File: config.mk
export PLATFORM = sky130hd
export DESIGN_NAME = dual_bank_sel
export DESIGN_NICKNAME = d
export VERILOG_FILES = /design/src/rtl/dbs_pkg.sv /design/src/rtl/dbs_bank_decode.sv /design/src/rtl/dbs_lane_gate.sv /design/src/rtl/dbs_err_latch.sv /design/src/rtl/dual_bank_sel.sv
export SDC_FILE = /design/constraint.sdc
export NUM_CORES = 1
export LEC_CHECK = 0
export BUFFER_PORTS_ARGS = -buffer_cell sky130_fd_sc_hd__buf_2
export CAP_MARGIN = 30
export CORE_AREA = 2 2 39 41
export CTS_CLUSTER_SIZE = 20
export DETAILED_ROUTE_END_ITERATION = 10
export DIE_AREA = 0 0 41 43
export GPL_TIMING_DRIVEN = 0
export PLACE_DENSITY = 0.71
export SETUP_SLACK_MARGIN = 0.05
export SLEW_MARGIN = 5
export SYNTH_ARGS = -nofsm -noshare
export SYNTH_HDL_FRONTEND = slang
export SYNTH_SLANG_ARGS = --single-unit
File: constraint.sdc
create_clock -name clk -period 0.8 [get_ports clk]
set_input_delay 0.12 -clock clk [delete_from_list [all_inputs] [get_ports clk]]
set_output_delay 0.12 -clock clk [all_outputs]
set_load 0.01 [all_outputs]
File: src/rtl/dbs_pkg.sv
package dbs_pkg;
  typedef struct packed {
    logic flash_rd;
    logic flash_wr;
    logic sram_rd;
    logic sram_wr;
    logic ub_en;
    logic lb_en;
    logic standby;
    logic bus_oe;
    logic range_err;
  } dbs_out_t;

  localparam dbs_out_t DBS_RESET = '{standby: 1'b1, default: 1'b0};
endpackage

File: src/rtl/dbs_bank_decode.sv
module dbs_bank_decode (
  input  logic flash_sel_n,
  input  logic sram_sel_n,
  input  logic sram_sel,
  input  logic we_n,
  input  logic oe_n,
  output logic flash_rd,
  output logic flash_wr,
  output logic sram_go,
  output logic rd_req,
  output logic wr_req,
  output logic idle,
  output logic conflict
);
  logic f_on, s_on;

  always_comb begin
    f_on     = ~flash_sel_n;
    s_on     = ~sram_sel_n & sram_sel;
    conflict = f_on & s_on;
    idle     = ~f_on & ~s_on;
    rd_req   = ~oe_n & we_n;
    wr_req   = ~we_n;
    flash_rd = f_on & ~conflict & rd_req;
    // an active output enable inhibits flash writes
    flash_wr = f_on & ~conflict & wr_req & oe_n;
    sram_go  = s_on & ~conflict;
  end
endmodule

File: src/rtl/dbs_lane_gate.sv
module dbs_lane_gate #(
  parameter int ADDR_W     = 21,
  parameter int SRAM_DEPTH = 262144
) (
  input  logic              sram_go,
  input  logic              rd_req,
  input  logic              wr_req,
  input  logic              ub_n,
  input  logic              lb_n,
  input  logic [ADDR_W-1:0] addr,
  output logic              sram_rd,
  output logic              sram_wr,
  output logic              ub_en,
  output logic              lb_en,
  output logic              range_err
);
  localparam logic [ADDR_W:0] LIMIT = (ADDR_W + 1)'(SRAM_DEPTH);

  logic in_range, any_lane, try_acc;

  generate
    if (SRAM_DEPTH >= (1 << ADDR_W)) begin : g_full
      assign in_range = 1'b1;
    end else begin : g_window
      assign in_range = ({1'b0, addr} < LIMIT);
    end
  endgenerate

  always_comb begin
    any_lane  = ~ub_n | ~lb_n;
    try_acc   = sram_go & (rd_req | wr_req);
    sram_rd   = sram_go & in_range & any_lane & rd_req;
    sram_wr   = sram_go & in_range & any_lane & wr_req;
    ub_en     = (sram_rd | sram_wr) & ~ub_n;
    lb_en     = (sram_rd | sram_wr) & ~lb_n;
    range_err = try_acc & ~in_range;
  end
endmodule

File: src/rtl/dbs_err_latch.sv
module dbs_err_latch (
  input  logic clk,
  input  logic rst_n,
  input  logic set,
  input  logic clr,
  output logic flag
);
  always_ff @(posedge clk or negedge rst_n) begin
    if (!rst_n)   flag <= 1'b0;
    else if (set) flag <= 1'b1;   // a new event outranks a clear
    else if (clr) flag <= 1'b0;
  end

  AST_FLAG_HOLDS: assert property (@(posedge clk) disable iff (!rst_n)
    (flag && !clr) |=> flag);
  AST_SET_WINS: assert property (@(posedge clk) disable iff (!rst_n)
    set |=> flag);
endmodule

File: src/rtl/dual_bank_sel.sv
module dual_bank_sel #(
  parameter int ADDR_W     = 21,
  parameter int SRAM_DEPTH = 262144
) (
  input  logic              clk,
  input  logic              rst_n,
  input  logic              err_clr,
  input  logic              flash_sel_n,
  input  logic              sram_sel_n,
  input  logic              sram_sel,
  input  logic              we_n,
  input  logic              oe_n,
  input  logic              ub_n,
  input  logic              lb_n,
  input  logic [ADDR_W-1:0] addr,
  output logic              flash_rd,
  output logic              flash_wr,
  output logic              sram_rd,
  output logic              sram_wr,
  output logic              sram_ub_en,
  output logic              sram_lb_en,
  output logic              standby,
  output logic              bus_oe,
  output logic              range_err,
  output logic              contention_err
);
  import dbs_pkg::*;

  logic f_rd, f_wr, s_go, rd_req, wr_req, idle, conflict;
  logic s_rd, s_wr, ub_c, lb_c, rng_c;
  dbs_out_t nxt, q;

  dbs_bank_decode u_dec (
    .flash_sel_n(flash_sel_n), .sram_sel_n(sram_sel_n), .sram_sel(sram_sel),
    .we_n(we_n), .oe_n(oe_n),
    .flash_rd(f_rd), .flash_wr(f_wr), .sram_go(s_go),
    .rd_req(rd_req), .wr_req(wr_req), .idle(idle), .conflict(conflict)
  );

  dbs_lane_gate #(.ADDR_W(ADDR_W), .SRAM_DEPTH(SRAM_DEPTH)) u_lane (
    .sram_go(s_go), .rd_req(rd_req), .wr_req(wr_req),
    .ub_n(ub_n), .lb_n(lb_n), .addr(addr),
    .sram_rd(s_rd), .sram_wr(s_wr), .ub_en(ub_c), .lb_en(lb_c),
    .range_err(rng_c)
  );

  dbs_err_latch u_err (
    .clk(clk), .rst_n(rst_n), .set(conflict), .clr(err_clr),
    .flag(contention_err)
  );

  always_comb begin
    nxt.flash_rd  = f_rd;
    nxt.flash_wr  = f_wr;
    nxt.sram_rd   = s_rd;
    nxt.sram_wr   = s_wr;
    nxt.ub_en     = ub_c;
    nxt.lb_en     = lb_c;
    nxt.standby   = idle;
    nxt.bus_oe    = f_rd | s_rd;
    nxt.range_err = rng_c;
  end

  always_ff @(posedge clk or negedge rst_n) begin
    if (!rst_n) q <= DBS_RESET;
    else        q <= nxt;
  end

  assign flash_rd   = q.flash_rd;
  assign flash_wr   = q.flash_wr;
  assign sram_rd    = q.sram_rd;
  assign sram_wr    = q.sram_wr;
  assign sram_ub_en = q.ub_en;
  assign sram_lb_en = q.lb_en;
  assign standby    = q.standby;
  assign bus_oe     = q.bus_oe;
  assign range_err  = q.range_err;

  AST_ONE_BANK_ONLY: assert property (@(posedge clk) disable iff (!rst_n)
    !((flash_rd || flash_wr) && (sram_rd || sram_wr)));
  AST_DUAL_SELECT_FLAGS: assert property (@(posedge clk) disable iff (!rst_n)
    (!flash_sel_n && !sram_sel_n && sram_sel) |=> (contention_err && !bus_oe));
  AST_DRIVE_NEEDS_READ: assert property (@(posedge clk) disable iff (!rst_n)
    bus_oe |-> (flash_rd || sram_rd));
  AST_OE_HIGH_QUIET: assert property (@(posedge clk) disable iff (!rst_n)
    oe_n |=> !bus_oe);
  AST_LANE_NEEDS_ACCESS: assert property (@(posedge clk) disable iff (!rst_n)
    (sram_ub_en || sram_lb_en) |-> (sram_rd || sram_wr));
  AST_RANGE_BLOCKS: assert property (@(posedge clk) disable iff (!rst_n)
    range_err |-> !(sram_rd || sram_wr || sram_ub_en || sram_lb_en));
  AST_STANDBY_IDLE: assert property (@(posedge clk) disable iff (!rst_n)
    standby |-> !(flash_rd || flash_wr || sram_rd || sram_wr || bus_oe));
  AST_RD_WR_EXCLUSIVE: assert property (@(posedge clk) disable iff (!rst_n)
    !(sram_rd && sram_wr) && !(flash_rd && flash_wr));
endmodule

==> metrics.yaml, run 1 <==
outcome:
  run_status: "finished with violations"
  violated_checks: "setup timing"
placement:
  portBuffers: 22
  placement.setup.worst_slack_ns: -0.115
  finalWeightedCongestion: 0.720
  detailedPlacementHpwl_um: 557
  post_dp_cell_area_um2: 537
timing:
  drv_slew: 0
  layout_min_cycle_time_ns: 0.980
  fin_skew_ns: 0
  final_min_period_over_clock_period: 1.22
  max_slew_margin: 0.869
  unrepaired_setup_endpoints_after_global_routing: "true"
  timing_worst_slew_pin_value_ns: 0.196
  fmaxAchievable_ghz: 1.02
  worst_slack_ns: -0.180
  timing.final.hold_violations: 0
  timing.final.setup_violations: 10
layout:
  num-nets-final: 89
  layout.cell_area.non_filler_um2: 586
  finish.utilization: 0.423
  share_of_final_layout_standard_cells_stronger_than_drive_strength_1: 0.579
  num-fill-cells: 143
  multiInputGateArea_um2: 148
  antenna_fix_cells: 0
  syn_to_final_growth_pct: 44.0
  ff_latch_area_um2: 251
cts:
  clock_sinks: 10
  post-cts-setup-buffers: 0
  cts_buffers: 3
  ctsHtreeMaxLevel: 1
  cts_tree: "done"
  worst_skew_pair.late_latency_ns: 0.25
  cts.path.max_buffers: 2
  clock_tree.root_cell: "clkbuf_4"
  clkTransAtPathRegs_ns: 0.06
yosys:
  synth.cell_area_um2: 407
  synth_commonest_cells: "9 x dfrtp_1, 3 x nor2_1, 2 x inv_1, 2 x nand2_1, 2 x nor3_2"
  netlist-cell-type-count: 17
  synthCells: 30
  synth_sequential_area_ratio: 0.618
  synth_top_cells_by_area: "dfrtp_1 55%, dfstp_2 6.5%, nand4_4 5.2%"
  synth_fp_nets: 61
  most_area_hungry_cell_type_in_the_yosys_netlist: "dfrtp_1"
  synth_enable_flop_cells: 0
  synthFlopType: "dfrtp_1"
  synth.most_common_cell: "dfrtp_1"
  synthDominantCellAreaShare: 0.554
  synth.avg_cell_area_um2: 13.6
  proportion_of_synthesized_flip_flops_having_asynchronous_set_or_reset: 1.00
  yosys_warnings: 0
  ys_seq_elements: 10
critical_path:
  worst_path_max_delay_cell: "dfstp_2"
  rr_worst_depth: 2
  cp_num_buf_inv: 1
  worstSetupPathType: "reg -> out"
  ff2ff_setup_slack_ns: 0.20
  end_kind: "output pin"
  worstSetupPathDepth: 1
  crit_chain: "buf_6"
  start_kind: "flip-flop"
  maximum_fanout_encountered_on_the_critical_timing_path: 1
  critical_path.top_delay_family: "flip-flops"
  critical_path.max_stage_delay_ns: 0.52
  r2r_start: "u_err.flag$_DFFE_PN0P_"
  cp.required_ns: 0.68
  crit_arrival_ns: 0.86
  timing.rr.end: "u_err.flag$_DFFE_PN0P_"
drt:
  drt-wirelength-per-cell_um: 9.36
  drt_iter0_drc: 2
  routed_via_density: 4.14
  drt-pass1-iter-count: 4
  antenna_left: 0
  drc_viols: 0
  route.vias.total: 302
  drt_wl_total_um: 683
power_and_ir_drop:
  max-vdd-ir-drop_mv: 0.544
  power.density_nw_per_um2: 1710
  leakage_uw: 0.000301
worst_hold_path:
  worst_hold_path.endpoint: "sram_ub_en$_DFF_PN0_"
  critical_hold_path_startpoint: "ub_n"
  hold_path_depth: 2
  hold_class: "in -> reg"
die:
  floorplan.rows: 14
  placeableCoreArea_um2: 1380
  die_width_um: 41
  chipHeight_um: 43
  io_pins: 41
  start_util: 0.294
  dieArea_um2: 1760
global_routing:
  grt_max_degree: 11
  gr-total-overflow: 0
  global_route.usage.total: 0.0969
  antenna_found_initial: 0
  wire_length_of_the_first_global_routing_pass_um: 1040
  grt_pass1_vias: 280
job:
  maxCapViolCount: 0
## how the worst max path moves through the flow
stage                            from              endpoint  slack [ns]
finish              standby$_DFF_PN1_               standby       -0.18
global route        standby$_DFF_PN1_               standby       -0.21
global placement             addr[19]  sram_ub_en$_DFF_PN0_       -0.08
CTS                 standby$_DFF_PN1_               standby       -0.19
floorplan                    sram_sel    flash_wr$_DFF_PN0_        0.09
detailed placement           addr[19]  sram_lb_en$_DFF_PN0_       -0.11
## logic make-up (layout without fill, tap and decap cells)
logic type | count (synthesis) | in the layout | synth area share
flops | 10 | 10 | 0.618
buf+inv | 2 | 29 | 0.0185
simple gates | 16 | 16 | 0.326
compound gates | 2 | 2 | 0.0369
## timing repair
| item | in CTS | in global routing |
|---|---|---|
| setup endpoints to repair | 10 | 10 |
| hold endpoints to repair | 10 | 0 |
| hold buffers | 1 | 0 |
| pin swaps | 0 | 0 |
| gates resized for setup | 1 | 1 |
## cell type report
type,count,area share
Clock buffer,4,0.0449
Inverter,2,0.0128
Multi-Input combinational cell,18,0.252
Sequential cell,10,0.429
Tap cell,16,0.0342
Timing Repair Buffer,23,0.226
## state kept, by name, indices dropped and copies added, names as in the netlist
| register | count |
|---|---|
| range_err | 1 |
| flash_rd | 1 |
| u_err.flag | 1 |
| sram_lb_en | 1 |
| flash_wr | 1 |
| sram_rd | 1 |
| standby | 1 |
| sram_ub_en | 1 |
| sram_wr | 1 |
| bus_oe | 1 |
## metrics by stage
step / setup TNS [ns] / hold WS [ns] / power [uW] / std cells
finish: -0.764 / 0.0430 / 999 / 73
global route: -1.14 / 0.0315 / 1060 / 73
CTS: -0.889 / 0.0364 / 1020 / 73
detailed placement: -0.383 / -0.0198 / 655 / 68
global placement: -0.306 / -0.0244 / 653 / 68
floorplan: 0 / -0.176 / 587 / 30
## power breakdown
part           leakage (uW)  switching, uW  internal (uW)  total (uW)
Combinational      0.000152           65.3           59.2         125
Sequential         0.000134           4.56            523         528
Clock             0.0000150            156            192         347
Total              0.000301            226            774         999
## placed cells by master, fill, tap and decap left out, drive strengths merged, types with 2 or more instances in the layout
cell,Yosys,final
nand2,2,2
clkbuf,0,4
nor3,4,4
buf,0,22
dfrtp,9,9
nor2,3,3
inv,2,2
nor2b,2,2
## metal layers
metal  routed length, um  GRT usage  up-vias
met5                   0          0        -
met4                  14      0.100        0
met3                  47     0.0314        2
met2                 405      0.163       14
met1                 215     0.0746      134
li1                    -          -      152
No activity file was read; power rests on OpenSTA's default activity.
==> inputs of run 2 (changes only) <==
==> constraint.sdc (replaced) <==
create_clock -name clk -period 0.8 [get_ports clk]
set_input_delay 0.12 -clock clk [delete_from_list [all_inputs] [get_ports clk]]
set_output_delay 0.12 -clock clk [all_outputs]
set_load 0.02 [all_outputs]
==> run 2 against run 1 <==
The flow still finishes with violations (setup timing). Count of clock-buffer cells in the layout unchanged. Flip-flop and latch count did not move. Critical path depth unchanged. Non-clock buffer count is the same. Critical endpoint unchanged.
==> metrics.yaml, run 2 (synthesis results as in run 1) <==
power_and_ir_drop:
  power.internal_uw: 788  # +1.8%
  power.density_nw_per_um2: 1620  # -5.1%
  leakage_uw: 0.000307  # +2.1%
  max-vdd-ir-drop_mv: 0.548  # +0.79%
  relative_contribution_of_combinational_cells_to_total_power: 0.146  # +0.021
  power.share.switching: 0.235  # +0.00881
  share_seq_of_total_power: 0.515  # -0.013
  part_of_the_power_in_the_clock_network: 0.338  # -0.010
  power.net_switching_uw: 241  # +7.0%
critical_path:
  cp.required_ns: 0.68  # about the same
  worstSetupPathDepth: 1  # unchanged
  maximum_fanout_encountered_on_the_critical_timing_path: 1  # unchanged
  rr_worst_depth: 2  # unchanged
  cp_num_buf_inv: 1  # unchanged
  ff2ff_setup_slack_ns: 0.18  # -0.02 ns
  critical_path.max_stage_delay_ns: 0.52  # about the same
  crit_arrival_ns: 0.88  # +0.02 ns
  worstSetupPathType: "reg -> out"
  end_kind: "output pin"
  critical_path.top_delay_family: "flip-flops"
  crit_chain: "buf_6"
  worst_path_max_delay_cell: "dfstp_2"
  start_kind: "flip-flop"
timing:
  layout_min_cycle_time_ns: 0.995  # +0.0155 ns
  timing.final.setup_violations: 10  # unchanged
  timing_worst_slew_pin_value_ns: 0.196  # unchanged
  unrepaired_setup_endpoints_after_global_routing: "true"
  fin_skew_ns: 0  # unchanged
  drv_slew: 0  # unchanged
  fin_worst_hold_slack_ns: 0.0430  # +0.000000300 ns
  max_slew_margin: 0.869  # unchanged
  final_min_period_over_clock_period: 1.24  # +0.0194
  fmaxAchievable_ghz: 1.00  # -1.6%
  timing.final.hold_violations: 0  # unchanged
  worst_slack_ns: -0.195  # -0.0155 ns
worst_hold_path:
  hold_path_depth: 2  # unchanged
  hold_class: "in -> reg"
drt:
  drt_iter0_drc: 2  # unchanged
  detail_route.wirelength.met1_um: 222  # +3.3%
  drc_viols: 0  # unchanged
  drt_wl_total_um: 687  # +0.59%
  antenna_left: 0  # unchanged
  detailroute.wirelength.met2_um: 404  # -0.25%
  drt-pass1-iter-count: 4  # unchanged
  top_layer_used: "met4"
  route.vias.total: 301  # -0.33%
  routed_via_density: 4.12  # -0.33%
  drt-wirelength-per-cell_um: 9.41  # +0.59%
  route.met3.wl_um: 45  # -4.3%
die:
  chipHeight_um: 43  # unchanged
  die_width_um: 41  # unchanged
  placeableCoreArea_um2: 1380  # unchanged
  start_util: 0.294  # unchanged
  dieArea_um2: 1760  # unchanged
  io_pins: 41  # unchanged
  floorplan.rows: 14  # unchanged
layout:
  ff_latch_area_um2: 251  # unchanged
  most-common-layout-cells: "12 x buf_2, 10 x buf_6, 9 x dfrtp_1"
  antenna_fix_cells: 0  # unchanged
  mostFrequentLayoutCell: "buf_2"
  num-nets-final: 89  # unchanged
  num-fill-cells: 134  # -6.3%
  layout.cell_area.non_filler_um2: 636  # +8.5%
  syn_to_final_growth_pct: 56.3
  share_of_final_layout_standard_cells_stronger_than_drive_strength_1: 0.579  # unchanged
  multiInputGateArea_um2: 148  # unchanged
cts:
  ctsHtreeMaxLevel: 1  # unchanged
  worst_skew_pair.late_latency_ns: 0.25  # about the same
  cts.path.max_buffers: 2  # unchanged
  clock_sinks: 10  # unchanged
  clkTransAtPathRegs_ns: 0.06  # about the same
  clock_tree.root_cell: "clkbuf_4"
  cts_tree: "done"
  cts_buffers: 3  # unchanged
global_routing:
  global_route.usage.total: 0.0991  # +0.00214
  gr-total-overflow: 0  # unchanged
  grt_pass1_vias: 285  # +1.8%
  wire_length_of_the_first_global_routing_pass_um: 1070  # +2.7%
  antenna_found_initial: 0  # unchanged
  grt_max_degree: 11  # unchanged
outcome:
  run_status: "finished with violations"
  violated_checks: "setup timing"
placement:
  post_dp_cell_area_um2: 537  # unchanged
  portBuffers: 22  # unchanged
  finalWeightedCongestion: 0.720  # unchanged
  detailedPlacementHpwl_um: 557  # unchanged
  placement.setup.worst_slack_ns: -0.115  # unchanged
job:
  maxCapViolCount: 0  # unchanged
[run 2: cell counts in the layout (fill, tap and decap cells not counted)]
Identical to the previous run, type by type.
[run 2: what timing repair did]
action / CTS / global route
endpoints found under the hold margin: 10 / 0
gates resized for setup: 20 / 0
setup endpoints to repair: 10 / 10
hold buffers: 1 / 0
buffers inserted: 0 / 0
[run 2: final timing paths]
kind	end	start
min in group asynchronous	flash_wr$_DFF_PN0_	rst_n
worst min-delay path	sram_ub_en$_DFF_PN0_	ub_n
worst max-delay path	standby	standby$_DFF_PN1_
max in group asynchronous	standby$_DFF_PN1_	rst_n
worst min register to register	u_err.flag$_DFFE_PN0P_	u_err.flag$_DFFE_PN0P_
worst max register to register	u_err.flag$_DFFE_PN0P_	u_err.flag$_DFFE_PN0P_
[run 2: cell type report]
| cell class | count | share of cell area |
|---|---|---|
| flip-flops and latches | 10 | 0.396 |
| repair buffers | 23 | 0.287 |
| multi-input cells | 18 | 0.232 |
| clock buffers | 4 | 0.0413 |
| well taps | 16 | 0.0315 |
| inverters | 2 | 0.0118 |
[run 2: power groups by stage]
stage	registers (uW)	logic, uW	clock network, uW
after floorplan	557	41.1	0
after global placement	536	129	0
after detailed placement	536	131	0
after CTS	531	154	361
after global routing	532	165	390
final	531	151	348
[run 2: per-layer routing]
layer  vias up  global-route usage
met2        14               0.163
met4         0               0.100
met1       133              0.0816
li1        152                   -
met5         -                   0
met3         2              0.0314
[run 2: stage by stage]
stage / util / TNS (ns) / std cells / total power [uW]
4_1_cts: 0.459 / -1.02 / 73 / 1050
6_report: 0.459 / -0.901 / 73 / 1030
2_1_floorplan: - / 0 / 30 / 598
5_1_grt: 0.459 / -1.24 / 73 / 1090
3_3_place_gp: 0.388 / -0.306 / 68 / 665
3_5_place_dp: 0.388 / -0.383 / 68 / 667
==> inputs of run 3 (changes only) <==
clock period = 1 ns   (was 0.8 ns; I/O delays follow)
==> run 3 against run 2 <==
The run still ends with setup timing left. Core utilization decreased by 1.8 points. Final cell count unchanged. Register-to-register slack improved by 0.20 ns. Non-clock buffer count did not move. Clock skew did not move. Critical path depth did not move. Global-route usage fell by 0.21 points. Clock power is 20% lower. Power is 21% lower. Highest routed layer unchanged.
==> metrics.yaml, run 3 (synthesis results as in run 1) <==
cts:
  clkTransAtPathRegs_ns: 0.06  # about the same
  cts_tree: "done"
  clock_tree.root_cell: "clkbuf_4"
  cts_buffers: 3  # unchanged
  worst_skew_pair.late_latency_ns: 0.25  # about the same
  ctsHtreeMaxLevel: 1  # unchanged
  clock_sinks: 10  # unchanged
  cts.path.max_buffers: 2  # unchanged
power_and_ir_drop:
  max-vdd-ir-drop_mv: 0.438  # -20%
  leakage_uw: 0.000304  # -0.91%
  power.density_nw_per_um2: 1340  # -17%
  total_power_uw: 818  # -21%
worst_hold_path:
  hold_class: "in -> reg"
layout:
  syn_to_final_growth_pct: 50.2
  antenna_fix_cells: 0  # unchanged
  most-common-layout-cells: "16 x buf_2, 9 x dfrtp_1, 6 x buf_6"
  layout.cells.non_filler: 73  # unchanged
  mostFrequentLayoutCell: "buf_2"
  share_of_final_layout_standard_cells_stronger_than_drive_strength_1: 0.579  # unchanged
  layout.cell_area.non_filler_um2: 611  # -3.9%
  num-nets-final: 89  # unchanged
outcome:
  run_status: "finished with violations"
  violated_checks: "setup timing"
timing:
  timing.final.hold_violations: 0  # unchanged
  fmaxAchievable_ghz: 0.975
  fin_skew_ns: 0  # unchanged
  worst_slack_ns: -0.0252  # +0.170 ns
  unrepaired_setup_endpoints_after_global_routing: "true"
  drv_slew: 0  # unchanged
  timing.final.setup_violations: 1  # -9
  fin_worst_hold_slack_ns: 0.0730  # +0.0300 ns
  max_slew_margin: 0.869  # unchanged
  final_min_period_over_clock_period: 1.03
  timing_worst_slew_pin_value_ns: 0.196  # unchanged
  setup_total_negative_slack_ns: -0.0252  # +0.876 ns
  layout_min_cycle_time_ns: 1.03
critical_path:
  critical_path.top_delay_family: "flip-flops"
  maximum_fanout_encountered_on_the_critical_timing_path: 1  # unchanged
  worst_path_max_delay_cell: "dfstp_2"
  crit_chain: "buf_6"
  cp.required_ns: 0.85  # +0.17 ns
  cp_num_buf_inv: 1  # unchanged
  start_kind: "flip-flop"
  crit_arrival_ns: 0.88  # about the same
  critical_path.max_stage_delay_ns: 0.52  # about the same
  end_kind: "output pin"
  worstSetupPathType: "reg -> out"
drt:
  antenna_left: 0  # unchanged
  drt-pass1-iter-count: 4  # unchanged
  routed_via_density: 4.14  # +0.33%
  route.vias.total: 302  # +0.33%
  drt_wl_total_um: 694  # +1.0%
  drt_iter0_drc: 2  # unchanged
  drt-wirelength-per-cell_um: 9.51  # +1.0%
  drc_viols: 0  # unchanged
die:
  floorplan.rows: 14  # unchanged
  io_pins: 41  # unchanged
  placeableCoreArea_um2: 1380  # unchanged
  start_util: 0.294  # unchanged
  dieArea_um2: 1760  # unchanged
  die_width_um: 41  # unchanged
  chipHeight_um: 43  # unchanged
placement:
  detailedPlacementHpwl_um: 557  # unchanged
  post_dp_cell_area_um2: 537  # unchanged
  portBuffers: 22  # unchanged
  finalWeightedCongestion: 0.720  # unchanged
  placed_instances: 68  # unchanged
global_routing:
  wire_length_of_the_first_global_routing_pass_um: 1040  # -2.6%
  gr-total-overflow: 0  # unchanged
  antenna_found_initial: 0  # unchanged
  grt_pass1_vias: 280  # -1.8%
  global_route.usage.total: 0.0969  # -0.00214
  grt_max_degree: 11  # unchanged
job:
  maxCapViolCount: 0  # unchanged
==> run 3: cell counts in the layout (fill, tap and decap cells not counted) <==
Identical to the previous run, type by type.
==> run 3: through the flow <==
step / setup slack (ns) / util
2_1_floorplan: 0.257 / -
3_3_place_gp: 0.0853 / 0.388
3_5_place_dp: 0.0553 / 0.388
4_1_cts: -0.0360 / 0.423
5_1_grt: -0.0597 / 0.441
6_report: -0.0252 / 0.441
==> run 3: metal layers <==
layer	vias to the layer above	share of wire	global-route usage
li1	152	-	-
met1	134	0.33	0.0746
met5	-	0	0
met3	2	0.065	0.0314
met2	14	0.59	0.163
met4	0	0.020	0.100
==> run 3: cell type report <==
class | count | area (um2)
flip-flops and latches | 10 | 251
inverters | 2 | 7.51
well taps | 16 | 20.0
fillers | 141 | 773
clock buffers | 4 | 26.3
multi-input cells | 18 | 148
repair buffers | 23 | 158
==> run 3: final timing paths <==
kind | depth (start not counted) | from | end | slack [ns]
max | 1 | standby$_DFF_PN1_ | standby | -0.03
min | 2 | ub_n | sram_ub_en$_DFF_PN0_ | 0.07
max reg2reg | 2 | u_err.flag$_DFFE_PN0P_ | u_err.flag$_DFFE_PN0P_ | 0.38
min reg2reg | 2 | u_err.flag$_DFFE_PN0P_ | u_err.flag$_DFFE_PN0P_ | 0.55
max in group asynchronous | 2 | rst_n | standby$_DFF_PN1_ | 0.47
min in group asynchronous | 2 | rst_n | flash_wr$_DFF_PN0_ | 0.28
==> run 3: where the power goes <==
part	leakage (uW)	internal, uW	switching [uW]
logic	0.000156	54.9	61.8
registers	0.000134	418	5.24
clock network	0.0000150	153	125
total	0.000304	627	192
==> run 3: what timing repair did <==
item	CTS	global route
endpoints found under the setup margin	2	6
hold buffers	1	0
endpoints found under the hold margin	10	0
gates cloned	0	0
setup buffers	0	0
gates resized for setup	4	8
